[src/rtl/sidetone_pkg.sv]
package sidetone_pkg;
  localparam int unsigned OFF_REV   = 'h00;
  localparam int unsigned OFF_SYS   = 'h10;
  localparam int unsigned OFF_IRQS  = 'h18;
  localparam int unsigned OFF_IRQE  = 'h1C;
  localparam int unsigned OFF_GAIN  = 'h24;
  localparam int unsigned OFF_COEF  = 'h28;
  localparam int unsigned OFF_CTRL  = 'h2C;

  localparam int unsigned CTRL_EN_BIT   = 0;
  localparam int unsigned CTRL_WE_BIT   = 1;
  localparam int unsigned CTRL_DONE_BIT = 2;

  typedef struct packed {
    logic done;
    logic we;
    logic en;
  } ctrl_t;
endpackage

[src/rtl/sidetone_coef_loader.sv]
module sidetone_coef_loader #(
  parameter int unsigned COEF_W = 16,
  parameter int unsigned TAPS   = 128,
  localparam int unsigned PTR_W = $clog2(TAPS)
) (
  input  logic              clk_i,
  input  logic              rst_ni,
  input  logic              we_i,
  input  logic              arm_set_i,
  input  logic              arm_clr_i,
  input  logic              coef_wr_i,
  input  logic [COEF_W-1:0] coef_data_i,
  input  logic [PTR_W-1:0]  rd_idx_i,
  output logic [COEF_W-1:0] rd_data_o,
  output logic              done_o
);
  localparam logic [PTR_W-1:0] LAST = PTR_W'(TAPS - 1);

  logic [COEF_W-1:0] mem_q [TAPS];
  logic [PTR_W-1:0]  ptr_q;
  logic              done_q;
  logic              accept;

  assign accept = coef_wr_i && we_i && !done_q && !arm_set_i;

  always_ff @(posedge clk_i or negedge rst_ni) begin
    if (!rst_ni) begin
      ptr_q  <= '0;
      done_q <= 1'b0;
    end else if (arm_set_i) begin
      ptr_q  <= '0;
      done_q <= 1'b0;
    end else if (arm_clr_i) begin
      done_q <= 1'b0;
    end else if (accept) begin
      ptr_q <= ptr_q + 1'b1;
      if (ptr_q == LAST) done_q <= 1'b1;
    end
  end

  always_ff @(posedge clk_i or negedge rst_ni) begin
    if (!rst_ni) begin
      for (int i = 0; i < TAPS; i++) mem_q[i] <= '0;
    end else if (accept) begin
      mem_q[ptr_q] <= coef_data_i;
    end
  end

  assign rd_data_o = mem_q[rd_idx_i];
  assign done_o    = done_q;

  assert_done_full_R7: assert property (@(posedge clk_i) disable iff (!rst_ni)
    (accept && ptr_q == LAST) |=> done_o);
  assert_hold_done_R7: assert property (@(posedge clk_i) disable iff (!rst_ni)
    (done_q && !arm_set_i) |=> $stable(ptr_q));
  assert_idle_hold_R8: assert property (@(posedge clk_i) disable iff (!rst_ni)
    (!we_i && !arm_set_i) |=> $stable(ptr_q));
  assert_rearm_R9: assert property (@(posedge clk_i) disable iff (!rst_ni)
    arm_set_i |=> (ptr_q == '0 && !done_o));
  assert_clr_done_R10: assert property (@(posedge clk_i) disable iff (!rst_ni)
    arm_clr_i |=> !done_o);
endmodule

[src/rtl/sidetone_ctrl_regs.sv]
module sidetone_ctrl_regs
  import sidetone_pkg::*;
#(
  parameter int unsigned ADDR_W = 8,
  parameter int unsigned COEF_W = 16,
  parameter logic [31:0] REV_ID = 32'h0000_0021
) (
  input  logic              clk_i,
  input  logic              rst_ni,
  input  logic [ADDR_W-1:0] addr_i,
  input  logic              wr_en_i,
  input  logic              rd_en_i,
  input  logic [31:0]       wdata_i,
  input  logic              done_i,
  output logic [31:0]       rdata_o,
  output logic              coef_wr_o,
  output logic              arm_set_o,
  output logic              arm_clr_o,
  output logic              we_o,
  output logic              en_o,
  output logic              auto_idle_o,
  output logic [COEF_W-1:0] gain0_o,
  output logic [COEF_W-1:0] gain1_o
);
  logic              auto_idle_q, en_q, we_q;
  logic [COEF_W-1:0] g0_q, g1_q;
  logic              wr_sys, wr_gain, wr_ctrl;
  logic [31:0]       rd_mux;
  ctrl_t             ctrl_view;

  assign wr_sys    = wr_en_i && addr_i == ADDR_W'(OFF_SYS);
  assign wr_gain   = wr_en_i && addr_i == ADDR_W'(OFF_GAIN);
  assign wr_ctrl   = wr_en_i && addr_i == ADDR_W'(OFF_CTRL);
  assign coef_wr_o = wr_en_i && addr_i == ADDR_W'(OFF_COEF);
  assign arm_set_o = wr_ctrl && wdata_i[CTRL_WE_BIT] && !we_q;
  assign arm_clr_o = wr_ctrl && !wdata_i[CTRL_WE_BIT];

  always_ff @(posedge clk_i or negedge rst_ni) begin
    if (!rst_ni) begin
      auto_idle_q <= 1'b1;
      en_q        <= 1'b0;
      we_q        <= 1'b0;
      g0_q        <= '0;
      g1_q        <= '0;
    end else begin
      if (wr_sys) auto_idle_q <= wdata_i[0];
      if (wr_gain) begin
        g0_q <= wdata_i[COEF_W-1:0];
        g1_q <= wdata_i[16 +: COEF_W];
      end
      if (wr_ctrl) begin
        en_q <= wdata_i[CTRL_EN_BIT];
        we_q <= wdata_i[CTRL_WE_BIT];
      end
    end
  end

  assign ctrl_view = '{done: done_i, we: we_q, en: en_q};

  always_comb begin
    rd_mux = '0;
    unique case (int'(addr_i))
      OFF_REV:  rd_mux = REV_ID;
      OFF_SYS:  rd_mux = {31'b0, auto_idle_q};
      OFF_GAIN: rd_mux = {g1_q, g0_q};
      OFF_CTRL: rd_mux = {29'b0, ctrl_view};
      default:  rd_mux = '0;
    endcase
  end

  always_ff @(posedge clk_i or negedge rst_ni) begin
    if (!rst_ni)      rdata_o <= '0;
    else if (rd_en_i) rdata_o <= rd_mux;
  end

  assign we_o        = we_q;
  assign en_o        = en_q;
  assign auto_idle_o = auto_idle_q;
  assign gain0_o     = g0_q;
  assign gain1_o     = g1_q;

  assert_autoidle_wr_R2: assert property (@(posedge clk_i) disable iff (!rst_ni)
    wr_sys |=> auto_idle_o == $past(wdata_i[0]));
  assert_gain_wr_R3: assert property (@(posedge clk_i) disable iff (!rst_ni)
    wr_gain |=> (gain0_o == $past(wdata_i[15:0]) && gain1_o == $past(wdata_i[31:16])));
  assert_rd_hold_R12: assert property (@(posedge clk_i) disable iff (!rst_ni)
    !rd_en_i |=> $stable(rdata_o));
endmodule

[src/rtl/sidetone_coef_regs.sv]
module sidetone_coef_regs #(
  parameter int unsigned ADDR_W = 8,
  parameter int unsigned COEF_W = 16,
  parameter int unsigned TAPS   = 128,
  parameter logic [31:0] REV_ID = 32'h0000_0021,
  localparam int unsigned IDX_W = $clog2(TAPS)
) (
  input  logic              clk_i,
  input  logic              rst_ni,
  input  logic [ADDR_W-1:0] addr_i,
  input  logic              wr_en_i,
  input  logic              rd_en_i,
  input  logic [31:0]       wdata_i,
  output logic [31:0]       rdata_o,
  input  logic [IDX_W-1:0]  coef_idx_i,
  output logic [COEF_W-1:0] coef_o,
  output logic [COEF_W-1:0] gain0_o,
  output logic [COEF_W-1:0] gain1_o,
  output logic              st_enable_o,
  output logic              auto_idle_o,
  output logic              filter_valid_o
);
  logic coef_wr, arm_set, arm_clr, we, en, done;

  sidetone_ctrl_regs #(.ADDR_W(ADDR_W), .COEF_W(COEF_W), .REV_ID(REV_ID)) u_regs (
    .clk_i, .rst_ni, .addr_i, .wr_en_i, .rd_en_i, .wdata_i,
    .done_i(done), .rdata_o, .coef_wr_o(coef_wr), .arm_set_o(arm_set),
    .arm_clr_o(arm_clr), .we_o(we), .en_o(en), .auto_idle_o,
    .gain0_o, .gain1_o
  );

  sidetone_coef_loader #(.COEF_W(COEF_W), .TAPS(TAPS)) u_loader (
    .clk_i, .rst_ni, .we_i(we), .arm_set_i(arm_set), .arm_clr_i(arm_clr),
    .coef_wr_i(coef_wr), .coef_data_i(wdata_i[COEF_W-1:0]),
    .rd_idx_i(coef_idx_i), .rd_data_o(coef_o), .done_o(done)
  );

  assign st_enable_o    = en;
  assign filter_valid_o = en && (!we || done);

  assert_valid_gate_R11: assert property (@(posedge clk_i) disable iff (!rst_ni)
    (we && !done) |-> !filter_valid_o);
endmodule

[config.mk]
export PLATFORM = sky130hd
export DESIGN_NAME = sidetone_coef_regs
export DESIGN_NICKNAME = d
export VERILOG_FILES = /design/src/rtl/sidetone_pkg.sv /design/src/rtl/sidetone_coef_loader.sv /design/src/rtl/sidetone_ctrl_regs.sv /design/src/rtl/sidetone_coef_regs.sv
export SDC_FILE = /design/constraint.sdc
export NUM_CORES = 2
export LEC_CHECK = 0
export BUFFER_PORTS_ARGS = -buffer_cell sky130_fd_sc_hd__buf_2
export CAP_MARGIN = 20
export CORE_AREA = 2 2 415 417
export DETAILED_ROUTE_END_ITERATION = 8
export DIE_AREA = 0 0 417 419
export HOLD_SLACK_MARGIN = 0.02
export PLACE_DENSITY_LB_ADDON = 0.15
export SETUP_SLACK_MARGIN = 0.3
export SLEW_MARGIN = 20
export SYNTH_ARGS = -nofsm -noshare
export SYNTH_HDL_FRONTEND = slang
export SYNTH_SLANG_ARGS = --single-unit
[constraint.sdc]
create_clock -name clk_i -period 2.76 [get_ports clk_i]
set_input_delay 0.138 -clock clk_i [delete_from_list [all_inputs] [get_ports clk_i]]
set_output_delay 0.138 -clock clk_i [all_outputs]
set_load 0.03 [all_outputs]
Word-level counts from Yosys, hierarchy flattened
Cells that the tools add are included.
{"block": "totals", "register_bits": 2123, "inputBits": 51, "out_inout_bits": 83, "wordCells": 185}
{"block": "op_classes", "n_addsub": 1, "magnitude_cmp": 3, "n_eq_ne": 6, "n_mux": 14, "bitwise_logic": 2, "n_reduce_logical": 23}
{"op": "$bwmux 2048", "n": 1}
{"op": "$pmux 32 s4", "n": 1}
{"op": "$bmux 16 s7", "n": 1}
{"op": "$demux 16 s7", "n": 1}
{"op": "$mux 16", "n": 3}
{"op": "$eq 8x6->1 const B", "n": 3}
{"op": "$mux 7", "n": 3}
{"op": "$ge 8x8->1 const B", "n": 2}
{"op": "$not 7->8", "n": 2}
{"op": "$logic_and 1x1->1", "n": 12}
{"op": "$eq 8x5->1 const B", "n": 1}
{"op": "$logic_not 8->1", "n": 1}
{"op": "$lt 8x1->1 const B", "n": 1}
{"op": "$add 7x1->7 const B", "n": 1}
{"op": "$eq 7x7->1 const B", "n": 1}
{"op": "$reduce_bool 3->1", "n": 2}
{"op": "$logic_not 1->1", "n": 4}
{"op": "$mux 1", "n": 4}
{"op": "$reduce_and 2->1", "n": 2}
{"op": "$ne 2x1->1 const B", "n": 1}
{"op": "$reduce_bool 2->1", "n": 1}
{"op": "$logic_or 1x1->1", "n": 1}

Logic depth before layout (Yosys ltp)
{"block": "logic_depth", "ltp_word": 9, "depth_mapped": 9, "depth_no_buf": 5}

Cells and area by module
From an unflattened synthesis, not the netlist that was laid out.
{"block": "unflattened", "cells_unflattened": 5696, "area_unflattened_um2": 95744.3}
{"mod": "sidetone_coef_loader", "n_inst": 1, "cells_each": 5526, "area_each_um2": 93005.4, "seq_area_each_um2": 51449.3}
{"mod": "sidetone_ctrl_regs", "n_inst": 1, "cells_each": 168, "area_each_um2": 2727.6, "seq_area_each_um2": 1677.9}
{"mod": "sidetone_coef_regs", "n_inst": 1, "cells_each": 2, "area_each_um2": 11.3, "seq_area_each_um2": 0.0}

Worst setup path before layout
OpenSTA, ideal clock, no wires.
{"block": "synth_path", "kind": "in2out", "start": "in coef_idx_i[0]", "end": "out coef_o[0]", "arrival_ps": 2599, "required_time_ps": 2622, "path_slack_ps": 23, "stages": 6, "path_buffers": 2, "cell_sequence": "buf_2 -> buf_1 -> mux4_2 -> mux4_2 -> mux4_2 -> mux2_2"}
{"block": "synth_via", "elab_chain_len": 4}
{"element": "start: declaration", "line_no": "sidetone_coef_regs.sv:15", "text": "input logic [IDX_W-1:0] coef_idx_i,"}
{"element": "$not 7->8 (implied by the code)", "line_no": "sidetone_coef_loader.sv:49", "text": "assign rd_data_o = mem_q[rd_idx_i];"}
{"element": "$bmux 16 s7", "line_no": "sidetone_coef_loader.sv:49"}
{"element": "$mux 16 (implied by the code) (2 in a row)", "line_no": "sidetone_coef_loader.sv:49"}
{"element": "end: declaration", "line_no": "sidetone_coef_regs.sv:16", "text": "output logic [COEF_W-1:0] coef_o,"}
No other way between the ends. The select of a mux whose other input is x is not followed.

Worst setup path after layout
{"block": "layout_path", "start": "reg u_loader.mem_q[1927] (netlist bit)", "end": "out coef_o[7]"}
{"block": "layout_via", "elab_chain_len": 3}
{"element": "start: declaration", "line_no": "sidetone_coef_loader.sv:19", "text": "logic [COEF_W-1:0] mem_q [TAPS];"}
{"element": "start signal: indexed assignment", "line_no": "sidetone_coef_loader.sv:45", "text": "mem_q[ptr_q] <= coef_data_i;"}
{"element": "$bmux 16 s7", "line_no": "sidetone_coef_loader.sv:49"}
{"element": "$mux 16 (implied by the code) (2 in a row)", "line_no": "sidetone_coef_loader.sv:49"}
No other way between the ends. The select of a mux whose other input is x is not followed.

==> impl_metrics.ini <==
[outcome]
run_status = complete, but fails checks
failed_checks = setup timing

[clocking]
cts_tree = built
cts.root.buffer_cell = sky130_fd_sc_hd__clkbuf_16
clock_path_buffers = 3
cts_made_buffers = 215
clock_insertion_delay_worst_skew_ns = 0.85
ctsHtreeMaxLevel = 4
clk_transition_reported_paths_ns = 0.06
tritoncts_num_sinks = 2123

[floorplanning]
fp.dieW_um = 417
num_rows = 152
floorplan.core_area_mm2 = 0.1706
die_area_mm2 = 0.1747
ioPinCount = 134
vertical_die_dimension_um = 419
initial_utilization = 0.5661

[timing]
finClkSkew_ns = 0.03128
setup_tns_ns = -12.95
tightest_slew_ns = 0.9459
slew_headroom = 0.3694
finalSetupViolations = 16
peak_freq_ghz = 0.2736
slew_viol_final = 0
post-route-period-util = 1.324
final_critical_path_setup_slack_ns = -0.8950
final_period_minus_worst_setup_slack_ns = 3.655
rsz0062_at_grt = true
final_hold_vios = 0

[synth]
syn-instance-count = 5773
post_synthesis_async_set_or_reset_flop_share = 1.000
syn_area_mm2 = 0.09658
flip_flop_and_latch_count_after_synthesis = 2123
yosys_warnings = 0
synth_area_per_cell_um2 = 16.73
synth_top_cells_by_area = sky130_fd_sc_hd__dfrtp_1 55%, sky130_fd_sc_hd__mux2_2 24%, sky130_fd_sc_hd__mux4_2 16%, sky130_fd_sc_hd__clkbuf_1 1.5%, sky130_fd_sc_hd__mux2_4 0.78%
edff_count_synth = 0
syn_nets = 5825
synth.top_cell.area_share = 0.5498
ys_dominant_reg_cell = sky130_fd_sc_hd__dfrtp_1
synth.yosys.seq_area_share = 0.5501
post-synth-top-area-cell = sky130_fd_sc_hd__dfrtp_1
yosys.cell_types.count = 48

[layout]
multiInputGateArea_mm2 = 0.04122
final_net_count = 6158
post-route-util = 0.6567
register_area_mm2 = 0.05313
most_frequent_standard_cell_in_the_layout_excluding_fill_and_tap_cells = sky130_fd_sc_hd__dfrtp_1
final_design_area_no_fill_mm2 = 0.1120
final.fill_count = 11630
area_growth_pct = 16.01
layout_common_cells = 2,121 x sky130_fd_sc_hd__dfrtp_1, 2,016 x sky130_fd_sc_hd__mux2_2, 672 x sky130_fd_sc_hd__mux4_2
fraction_of_layout_cells_with_a_size_suffix_above_1 = 0.6047

[route]
dr.pass1.iters = 5
drcViolationCount = 0
number_of_routed_nets_with_antenna_violations = 0
routed_wire_length_per_instance_um = 31.07
dr.first_iter.drc_count = 4367
routed_wl_um = 264700
vias = 54930
route.detailed.vias_per_inst = 6.449

[critical_path]
critical_path.max_fanout = 2
cp.arrival_ns = 3.52
timing.critical_path.from_type = flip-flop
required_ns = 2.62
crit_type = reg2out
endpoint_kind = output port

[placement]
routabilityCongestion = 0.8469
hpwlAfterDp_um = 167900
buffer_ports.inserted = 133
placedInstanceArea_mm2 = 0.1036

[global_routing]
number_of_global_route_vias_before_repair = 58250
antenna_violations_before_repair = 15
globalRouteOverflowTotal = 0
pin_count_of_the_biggest_net_entering_global_routing = 130
grt_pass1_wl_um = 396100
grt_util_overall = 0.3097

[power]
vdd_drop_max_mv = 0.6885
p_leak_nw = 54.49
power-per-cell-area_mw_per_mm2 = 572.1
design_power_total_w = 0.06409

[flow_run]
cap_violations = 0

[worst_hold_path]
hold_path.class = in2reg
## area by class of cell
class | count | share of cell area
tap | 2233 | 0.02494
multi-input combinational | 3045 | 0.3679
inverter | 34 | 0.001139
antenna | 6 | 0.0001340
clock inverter | 59 | 0.007114
clock buffer | 331 | 0.05775
timing repair buffer | 687 | 0.06681
sequential | 2123 | 0.4742
## worst max-delay path, cell delays in order (launching register included)
cell and delay, ns:
sky130_fd_sc_hd__dfrtp_1 0.38, sky130_fd_sc_hd__mux4_2 0.54, sky130_fd_sc_hd__mux4_2 0.64, sky130_fd_sc_hd__mux4_2 0.58, sky130_fd_sc_hd__mux2_4 0.36, sky130_fd_sc_hd__buf_6 0.16
## kinds of logic (layout without fill, tap and decap cells)
logic type      count (synthesis)  in the layout  share of synthesized area
compound gates                 45             45                   0.002967
mux                          2774           2774                     0.4037
fa+ha+maj                       1              1                  0.0001295
simple gates                  223            223                    0.01667
buf+inv                       605           1111                    0.02620
flops                        2123           2123                     0.5501
xor+xnor                        2              2                  0.0001814
other cells                     0              6                          0
## stage by stage
step                worst slack (ns)  hold WS (ns)  instances
floorplan                     0.2376       -0.1576       5773
global placement             -0.5471        0.1366       8027
detailed placement           -0.5475        0.1383       8027
CTS                          -0.9169       0.02263       8503
global route                 -0.9156       0.03014       8512
finish                       -0.8950     0.0007214       8518
## state kept, by name, summed over array words and instances, names as in the netlist
name,count
u_loader.mem_q,2048
u_regs.rdata_o,32
u_regs.gain0_o,16
u_regs.gain1_o,16
u_loader.ptr_q,7
u_loader.done_o,1
u_regs.auto_idle_o,1
u_regs.en_o,1
u_regs.we_o,1
## cell usage after synthesis (4+ instances only)
master / count
sky130_fd_sc_hd__buf_1: 36
sky130_fd_sc_hd__buf_2: 141
sky130_fd_sc_hd__buf_8: 5
sky130_fd_sc_hd__clkbuf_1: 384
sky130_fd_sc_hd__dfrtp_1: 2122
sky130_fd_sc_hd__inv_1: 34
sky130_fd_sc_hd__mux2_1: 11
sky130_fd_sc_hd__mux2_2: 2040
sky130_fd_sc_hd__mux2_4: 50
sky130_fd_sc_hd__mux4_2: 672
sky130_fd_sc_hd__nand2_1: 36
sky130_fd_sc_hd__nand3_1: 61
sky130_fd_sc_hd__nand3b_1: 4
sky130_fd_sc_hd__nand4_1: 6
sky130_fd_sc_hd__nor2_1: 5
sky130_fd_sc_hd__nor2b_1: 5
sky130_fd_sc_hd__nor3_2: 57
sky130_fd_sc_hd__nor3_4: 8
sky130_fd_sc_hd__nor3b_1: 4
sky130_fd_sc_hd__nor4_2: 5
sky130_fd_sc_hd__o21ai_0: 4
sky130_fd_sc_hd__o22ai_1: 31
sky130_fd_sc_hd__or3_1: 6
sky130_fd_sc_hd__or3b_2: 4
sky130_fd_sc_hd__or4_1: 5
## layer usage
layer  up-vias  track usage  wire length (um)
met2      1491       0.4946            127800
met3       435      0.05023             14500
met5         -            0                67
met4        10       0.1129             10260
met1     30570       0.4347            112100
li1      22420            -                 -
## path summary, 6_finish.rpt
kind                                                  start  slack, ns  cells after the start                          endpoint
setup reg to reg                u_loader.done_o$_DFFE_PN0P_       0.22                      6    u_loader.mem_q[94]$_DFFE_PN0P_
hold / removal                                   wdata_i[4]     0.0007                      3  u_loader.mem_q[1668]$_DFFE_PN0P_
hold reg to reg            u_loader.mem_q[1463]$_DFFE_PN0P_       0.48                      1  u_loader.mem_q[1463]$_DFFE_PN0P_
max in group asynchronous                            rst_ni       1.86                      4  u_loader.mem_q[1600]$_DFFE_PN0P_
min in group asynchronous                            rst_ni       0.16                      3  u_loader.mem_q[1962]$_DFFE_PN0P_
setup / recovery           u_loader.mem_q[1927]$_DFFE_PN0P_      -0.89                      5                         coef_o[7]
## where the power goes
group / total (W) / internal [W] / leakage (nW) / switching (W)
combinational: 0.00302 / 0.000972 / 21.2 / 0.00205
sequential: 0.0312 / 0.0312 / 29.7 / 0.0000213
clock: 0.0299 / 0.0174 / 3.58 / 0.0125
total: 0.0641 / 0.0495 / 54.5 / 0.0146
## repair_timing
action	CTS	global route
setup buffers	5	9
pin swaps	0	4
gates cloned	0	2
hold endpoints to repair	2338	0
resized for setup	37	24
endpoints found under the setup margin	224	98
hold buffers	81	0
Note: power is estimated with default switching activity, not from simulation.
